### config.mk
export PLATFORM = sky130hd
export DESIGN_NAME = wdog_tap_timer
export DESIGN_NICKNAME = d
export VERILOG_FILES = /design/src/rtl/wdog_pkg.sv /design/src/rtl/wdog_mode_reg.sv /design/src/rtl/wdog_tick_sync.sv /design/src/rtl/wdog_counter.sv /design/src/rtl/wdog_tap_timer.sv
export SDC_FILE = /design/constraint.sdc
export NUM_CORES = 1
export LEC_CHECK = 0
export ABC_CLOCK_PERIOD_IN_PS = 2480
export BUFFER_PORTS_ARGS = -buffer_cell sky130_fd_sc_hd__buf_2
export CAP_MARGIN = 20
export CORE_MARGIN = 3
export CORE_UTILIZATION = 50
export CTS_BUF_LIST = sky130_fd_sc_hd__clkbuf_16
export DETAILED_ROUTE_END_ITERATION = 12
export PLACE_DENSITY = 0.71
export SLEW_MARGIN = 15
export SYNTH_ARGS = -nofsm -noshare
export SYNTH_HDL_FRONTEND = slang
export SYNTH_SLANG_ARGS = --single-unit
### constraint.sdc
create_clock -name clk -period 2.48 [get_ports clk]
set_input_delay 0.496 -clock clk [delete_from_list [all_inputs] [get_ports clk]]
set_output_delay 0.496 -clock clk [all_outputs]
set_load 0.05 [all_outputs]
### src/rtl/wdog_pkg.sv
// Package: shared types and helpers for the selectable-tap watchdog.
// Assumes a five-bit stored mode; the upper write bits are dropped elsewhere.
package wdog_pkg;

    // Stored mode fields, MSB first: source, STOP run, HALT run, tap code.
    typedef struct packed {
        logic       src_sys;
        logic       stop_run;
        logic       halt_run;
        logic [1:0] tap;
    } wdog_mode_t;

    localparam logic [4:0] MODE_RST = 5'h0F;
    localparam int         N_TAPS   = 4;

    // Shift applied to a tap base for a given tap code (x1, x2, x4, x16).
    function automatic int tap_shift(input logic [1:0] code);
        case (code)
            2'd0:    return 0;
            2'd1:    return 1;
            2'd2:    return 2;
            default: return 4;
        endcase
    endfunction

endpackage

### src/rtl/wdog_mode_reg.sv
// Module: write-only mode register of the watchdog.
// Stores bits 4:0 of a write. Flags a write whose tap code differs from
// the one held, so that the counter can restart. Assumes wr_data is
// stable around the clock edge.
module wdog_mode_reg
    import wdog_pkg::*;
(
    input  logic       clk,
    input  logic       rst_n,
    input  logic       wr_en,
    input  logic [7:0] wr_data,
    output wdog_mode_t mode_o,
    output logic       tap_chg_o
);

    wdog_mode_t mode_q;

    // Load the low five bits on a write; the reset value is MODE_RST.
    always_ff @(posedge clk) begin
        if (!rst_n) begin
            mode_q <= wdog_mode_t'(MODE_RST);
        end else if (wr_en) begin
            mode_q <= wdog_mode_t'(wr_data[4:0]);
        end
    end

    // Flag a write that changes the tap code.
    always_comb begin
        tap_chg_o = wr_en && (wr_data[1:0] != mode_q.tap);
    end

    assign mode_o = mode_q;

endmodule

### src/rtl/wdog_tick_sync.sv
// Module: multi-flop synchronizer for the asynchronous RC tick.
// The latency equals STAGES clock cycles. Assumes each tick lasts at
// least one system clock period.
module wdog_tick_sync #(
    parameter int STAGES = 2
) (
    input  logic clk,
    input  logic rst_n,
    input  logic tick_i,
    output logic tick_o
);

    logic [STAGES-1:0] sync_q;

    // First stage samples the raw tick.
    always_ff @(posedge clk) begin
        if (!rst_n) begin
            sync_q[0] <= 1'b0;
        end else begin
            sync_q[0] <= tick_i;
        end
    end

    // Every further stage re-samples the stage before it.
    for (genvar s = 1; s < STAGES; s++) begin : g_stage
        always_ff @(posedge clk) begin
            if (!rst_n) begin
                sync_q[s] <= 1'b0;
            end else begin
                sync_q[s] <= sync_q[s-1];
            end
        end
    end

    assign tick_o = sync_q[STAGES-1];

endmodule

### src/rtl/wdog_counter.sv
// Module: watchdog count and expiry logic.
// Advances when the source allows it (every cycle for the system clock,
// on tick-high cycles for RC) and neither HALT nor STOP freezes it.
// A clear has priority over expiry. Assumes clear_i merges refresh and
// tap-change events.
module wdog_counter
    import wdog_pkg::*;
#(
    parameter int SYS_TAP0 = 128,
    parameter int RC_TAP0  = 16,
    parameter int CNT_W    = 12
) (
    input  logic             clk,
    input  logic             rst_n,
    input  wdog_mode_t       mode_i,
    input  logic             clear_i,
    input  logic             tick_i,
    input  logic             halt_i,
    input  logic             stop_i,
    output logic [CNT_W-1:0] cnt_o,
    output logic             expire_o
);

    logic [CNT_W-1:0] sys_term [N_TAPS];
    logic [CNT_W-1:0] rc_term  [N_TAPS];
    logic [CNT_W-1:0] term_last;
    logic [CNT_W-1:0] cnt_q;
    logic             run;

    // One terminal value per tap and per source.
    for (genvar g = 0; g < N_TAPS; g++) begin : g_tap
        localparam int SH = tap_shift(2'(g));
        assign sys_term[g] = CNT_W'(SYS_TAP0 << SH);
        assign rc_term[g]  = CNT_W'(RC_TAP0 << SH);
    end

    // Pick the last count value of the active tap.
    always_comb begin
        if (mode_i.src_sys) begin
            term_last = sys_term[mode_i.tap] - CNT_W'(1);
        end else begin
            term_last = rc_term[mode_i.tap] - CNT_W'(1);
        end
    end

    // Decide whether this cycle advances the count.
    always_comb begin
        run = (mode_i.src_sys || tick_i)
            && (!halt_i || mode_i.halt_run)
            && (!stop_i || mode_i.stop_run);
    end

    // Count, wrap at the terminal value, and pulse on the wrap.
    always_ff @(posedge clk) begin
        if (!rst_n) begin
            cnt_q    <= '0;
            expire_o <= 1'b0;
        end else begin
            expire_o <= 1'b0;
            if (clear_i) begin
                cnt_q <= '0;
            end else if (run) begin
                if (cnt_q >= term_last) begin
                    cnt_q    <= '0;
                    expire_o <= 1'b1;
                end else begin
                    cnt_q <= cnt_q + CNT_W'(1);
                end
            end
        end
    end

    assign cnt_o = cnt_q;

endmodule

### src/rtl/wdog_tap_timer.sv
// Module: top of the selectable-tap watchdog.
// Joins the mode register, the RC tick synchronizer and the counter.
// Assumes refresh, in_halt, in_stop and the write port are synchronous
// to clk; rc_tick may be asynchronous.
module wdog_tap_timer
    import wdog_pkg::*;
#(
    parameter int SYS_TAP0    = 128,
    parameter int RC_TAP0     = 16,
    parameter int SYNC_STAGES = 2
) (
    input  logic       clk,
    input  logic       rst_n,
    input  logic       rc_tick,
    input  logic       refresh,
    input  logic       in_halt,
    input  logic       in_stop,
    input  logic       wr_en,
    input  logic [7:0] wr_data,
    output logic       wdt_rst
);

    localparam int MAX_BASE = (SYS_TAP0 > RC_TAP0) ? SYS_TAP0 : RC_TAP0;
    localparam int CNT_W    = $clog2(MAX_BASE * 16 + 1);

    wdog_mode_t       mode;
    logic             tap_chg;
    logic             tick_s;
    logic             clear;
    logic [CNT_W-1:0] cnt;

    wdog_mode_reg u_mode (
        .clk       (clk),
        .rst_n     (rst_n),
        .wr_en     (wr_en),
        .wr_data   (wr_data),
        .mode_o    (mode),
        .tap_chg_o (tap_chg)
    );

    wdog_tick_sync #(.STAGES(SYNC_STAGES)) u_sync (
        .clk    (clk),
        .rst_n  (rst_n),
        .tick_i (rc_tick),
        .tick_o (tick_s)
    );

    // Merge the two sources of a counter restart.
    always_comb begin
        clear = refresh || tap_chg;
    end

    wdog_counter #(
        .SYS_TAP0 (SYS_TAP0),
        .RC_TAP0  (RC_TAP0),
        .CNT_W    (CNT_W)
    ) u_cnt (
        .clk      (clk),
        .rst_n    (rst_n),
        .mode_i   (mode),
        .clear_i  (clear),
        .tick_i   (tick_s),
        .halt_i   (in_halt),
        .stop_i   (in_stop),
        .cnt_o    (cnt),
        .expire_o (wdt_rst)
    );

endmodule

# Yosys cells after proc, flatten, opt, wreduce, memory -nomap -nowiden
# Cells that the tools add are included.
totals:
  word_cells: 37
  inputBits: 15
  register_bits: 20
  romBits: 0
  ramBits: 0
  out_inout_bits: 1
  latch_bits: 0
  mem_count: 0
op_classes:
  bitwise_logic: 3
  n_div: 0
  n_eq_ne: 1
  n_reduce_logical: 11
  multipliers: 0
  n_lt_le_gt_ge: 2
  mux: 9
  add_sub_neg: 3
  shifts: 0
ops:
  columns: ["cell", "n"]
  rows:
  - ["12-bit 2-to-1 mux", 6]
  - ["12-bit binary-select mux with 2-bit select", 2]
  - ["12-bit by 1-bit subtractor with 12-bit output (second input constant)", 2]
  - ["12-bit by 1-bit adder with 12-bit output (second input constant)", 1]
  - ["12-bit >= comparator", 1]
  - ["1-bit logical OR", 4]
  - ["3-bit >= comparator (second input constant)", 1]
  - ["1-bit logical AND", 3]
  - ["2-bit NOT with 3-bit output", 1]
  - ["3-bit OR reduction", 1]
  - ["1-bit logical NOT", 2]
  - ["2-bit != test", 1]
  - ["1-bit NOT", 2]
  - ["2-bit OR reduction", 1]
  - ["1-bit 2-to-1 mux", 1]

# Depth between registers and ports, before layout
depth:
  depth_word: 8
  ltp_mapped: 10
  mapped_depth_nobuf: 9

# Modules after synthesis
# Synthesis repeated with hierarchy kept, for this count alone.
hier_totals:
  cells_unflattened: 126
  area_unflattened_um2: 1118.6
modules_own_cells:
  columns: ["module", "area_per_inst_um2", "n_inst", "cells_each", "seq_area_each_um2"]
  rows:
  - ["wdog_counter", 852.1, 1, 102, 260.2]
  - ["wdog_mode_reg", 207.7, 1, 19, 100.1]
  - ["wdog_tick_sync", 52.6, 1, 4, 40.0]
  - ["wdog_tap_timer", 6.3, 1, 1, 0.0]

# Worst setup path after synthesis
# OpenSTA, ideal clock, no wires.
synth_path:
  kind: "reg-to-reg"
  start: "reg u_mode.mode_q (netlist bit u_mode.mode_o[4])"
  end: "reg u_cnt.cnt_q[4], in the netlist u_cnt.cnt_o[4]"
  synth_period_minus_slack_ns: 1.972
  required_ns: 2.392
  path_slack_ns: 0.508
  path_stages_with_launch: 11
  arrival_time_ns: 1.884
  path_cell_list: "dfxtp_1 -> buf_4 -> nor2_1 -> or2_2 -> ha_1 -> a21oi_1 -> o21ai_0 -> nand2b_1 -> o311a_4 -> a21oi_2 -> a311oi_2"
synth_between:
  elab_chain_cells: 3
  word_cells_on_any_way: 6
  cone_classes: "1 x order compare; 2 x mux; 3 x reduce/logical"
synth_rtl:
  columns: ["item", "line_no", "text"]
  rows:
  - ["start, declared", "wdog_mode_reg.sv:16", "wdog_mode_t mode_q;"]
  - ["start signal, assigned", "wdog_mode_reg.sv:21", "mode_q <= wdog_mode_t'(MODE_RST);"]
  - ["start signal, assigned", "wdog_mode_reg.sv:23", "mode_q <= wdog_mode_t'(wr_data[4:0]);"]
  - ["12-bit 2-to-1 mux or 1-bit logical OR (tied branches)", "wdog_counter.sv:39, wdog_counter.sv:48", null]
  - ["12-bit >= comparator or 1-bit logical AND (tied branches)", "wdog_counter.sv:63, wdog_counter.sv:49", null]
  - ["12-bit 2-to-1 mux or 1-bit logical AND (tied branches)", "wdog_counter.sv:63, wdog_counter.sv:50", null]
  - ["end signal, assigned", "wdog_counter.sv:67", "cnt_q <= cnt_q + CNT_W'(1);"]
  - ["end, declared", "wdog_counter.sv:27", "logic [CNT_W-1:0] cnt_q;"]
# Parallel ways exist; a longest one is shown, timed or not.
# A chain may end at the register's enable or synchronous reset.

# Worst setup path after layout
# Ends and elaborated chain as after synthesis.

==> results.md <==
- IO Pins: 16
- Drt drc: 0
- Starting DRT DRC Count: 6
- Clock tree from TritonCTS: done
- Met3 Wirelength: 58 um
- Die X: 53.6 um
- Least-Margin Pin Slew: 634 ps
- Fin area: 1270 um2
- Clk pin slew, worst setup/hold paths: 50 ps
- Period utilization: 91.6%
- Min-Delay Startpoint: u_sync.sync_q[0]
- Final Hold Fails: 0
- DR vias/cell: 5.30
- Avg WL per Cell: 12.3 um
- Worst setup SP type: register
- Setup crit end kind: register
- Die H: 53.6 um
- Site Rows: 16
- Gr usage total: 17.8%
- Total gr overflow: 0
- CTS sink count: 20
- HPWL Detailed: 1.56 mm
- Most common cell after layout, fill and taps aside: dfxtp_1
- Worst r2r src: u_mode.mode_o[4]
- Clock Path Buffers: 2
- Initial antenna violation count: 0
- Antenna Cells: 0
- Antenna Nets Post-Route: 0
- Placed insts: 160
- Router iterations before antenna repair: 4
- Core Footprint: 2060 um2
- TritonCTS buffer count: 3
- Sequential area share after synthesis: 35.3%
- WL met1: 951 um
- Peak VDD IR: 461 uV
- Crit path launch: u_mode.mode_o[4]
- Vias in the first global route: 810
- Worst hold slack: 436 ps
- Leak pwr: 0.530 nW
- Number of fillers in the final layout: 182
- # hold bufs at CTS: 0
- Fmax: 440 MHz
- Cell Area, Synth: 1130 um2
- Synth-to-Final Area Change: 12.2%
- Clk_lat worst skew: 250 ps
- Starting Density: 55.0%
- DR WL met2: 964 um
- Worst hold path class: reg2reg
- Commonest non-fill, non-tap cells in the layout: dfxtp_1 (20), nand2_1 (16), buf_2 (12), nor2_1 (11), nand3_1 (10)
- Setup TNS: 0 ps
- FF-to-FF setup slack: 210 ps
- WP data arrival: 2440 ps
- Layout Cells excl Fill: 164
- Clock skew: 3.52 ps
- Final min period: 2270 ps
- Share of layout cells above drive strength 1: 19.0%
- Die area: 2880 um2
- Power per cell area: 574 nW/um2
- Largest net degree at the start of global routing: 13
- Finish-stage setup viols: 0
- Max-cap violation count: 0
- Drt total wl: 2.01 mm
- Uppermost layer routed: met4
- Root buffer cell: clkbuf_16
- Post-synth cell types: 35
- Port Buffers: 12
- RSZ-0062 raised after global routing: false
- Kind of critical path: reg2reg
- Fin nets: 162
- Final GP Congestion: 0.866
- First-pass GRT wire length: 3.66 mm
- Mapped Nets: 149
- # Post-CTS Setup Buffers: 0
- Headroom to the max-slew limit: 57.7%
- Cells after Synth: 125
- Post-CTS Resized: 0
- H-Tree Depth: 1
- WP data required: 2650 ps
- Final Max Slew Viols: 0
- Pwr Total: 0.000730 W
- Vias post-DR: 870
- Mean Syn Cell Area: 9.08 um2
- Synthesized flop and latch total: 20
- Status: finished clean
- Dpl cell area: 1190 um2
- Yosys warns: 0
- CP max FO: 9
==> worst paths after layout <==
check / to / cells after the start
min: u_sync.tick_o / 1
min reg2reg: u_sync.tick_o / 1
max reg2reg: u_cnt.cnt_o[4] / 9
max: u_cnt.cnt_o[4] / 9
==> kinds of logic (layout without fill, tap and decap cells) <==
kind of cell / count (synthesis) / count (layout) / synth area share [%]
adder cells (fa/ha/maj): 9 / 9 / 9.92
AND/OR/NAND/NOR: 55 / 55 / 24.0
XOR/XNOR: 9 / 9 / 6.95
flip-flops: 20 / 20 / 35.3
other: 1 / 1 / 0.330
multiplexers: 5 / 5 / 4.41
AO/OA/AOI/OAI: 18 / 18 / 14.4
buffers and inverters: 8 / 20 / 4.63
==> synthesized netlist by cell type <==
| master | number | area, um2 |
|---|---|---|
| a211oi_4 | 1 | 20.0 |
| a21oi_1 | 7 | 35.0 |
| a21oi_2 | 2 | 17.5 |
| a311oi_2 | 1 | 15.0 |
| a31oi_1 | 1 | 6.26 |
| and2_1 | 2 | 12.5 |
| and3_1 | 1 | 6.26 |
| and4_1 | 1 | 8.76 |
| buf_2 | 1 | 5.00 |
| buf_4 | 1 | 7.51 |
| buf_6 | 1 | 11.3 |
| clkbuf_1 | 1 | 3.75 |
| clkbuf_8 | 1 | 13.8 |
| conb_1 | 1 | 3.75 |
| dfxtp_1 | 20 | 400 |
| ha_1 | 9 | 113 |
| inv_1 | 3 | 11.3 |
| mux2i_1 | 5 | 50.1 |
| nand2_1 | 16 | 60.1 |
| nand2b_1 | 2 | 12.5 |
| nand3_1 | 10 | 50.1 |
| nand3b_2 | 1 | 11.3 |
| nand4_1 | 3 | 18.8 |
| nor2_1 | 11 | 41.3 |
| nor2b_1 | 2 | 12.5 |
| nor3_1 | 3 | 15.0 |
| nor3_2 | 1 | 10.0 |
| nor3b_1 | 1 | 7.51 |
| o21ai_0 | 2 | 10.0 |
| o21ai_1 | 1 | 5.00 |
| o21bai_4 | 1 | 18.8 |
| o221ai_2 | 1 | 15.0 |
| o311a_4 | 1 | 21.3 |
| or2_2 | 1 | 6.26 |
| xor2_1 | 9 | 78.8 |
==> stage by stage <==
stage               setup WS (ps)  util (%)
CTS                           192      61.8
finish                        208      61.8
floorplan                     508         -
global route                 32.4      61.8
global placement              311      57.9
detailed placement            229      57.9
==> where the power goes <==
group / internal [W] / switching (W)
combinational: 0.0000285 / 0.0000339
clock: 0.000215 / 0.000118
sequential: 0.000328 / 0.00000721
==> state kept, by name, summed over array words and instances (netlist names) <==
register,count
u_cnt.cnt_o,12
u_sync.sync_q,1
u_cnt.expire_o,1
u_sync.tick_o,1
u_mode.mode_o,5
==> worst max-delay path, cell delays in order, from the launching register on <==
cell	delay, ps
dfxtp_1	490
nor2_1	130
or2_2	310
ha_1	320
a21oi_1	160
o21ai_0	90
nand2b_1	110
o311a_4	270
a21oi_2	70
a311oi_2	230
==> final cells by class <==
| type | count | area [um2] | area share [%] |
|---|---|---|---|
| multi-input cells | 97 | 682 | 53.5 |
| repair buffers | 13 | 67.6 | 5.30 |
| clock buffers | 3 | 75.1 | 5.89 |
| inverters | 3 | 11.3 | 0.884 |
| clock inverters | 1 | 3.75 | 0.295 |
| well taps | 27 | 33.8 | 2.65 |
| flip-flops and latches | 20 | 400 | 31.4 |
==> layer usage <==
| metal | up-vias | global-route usage (%) |
|---|---|---|
| li1 | 455 | - |
| met1 | 399 | 22.3 |
| met2 | 11 | 29.0 |
| met3 | 5 | 4.16 |
| met4 | 0 | 7.66 |
| met5 | - | 0 |
Power figures use the tool's default switching activity.
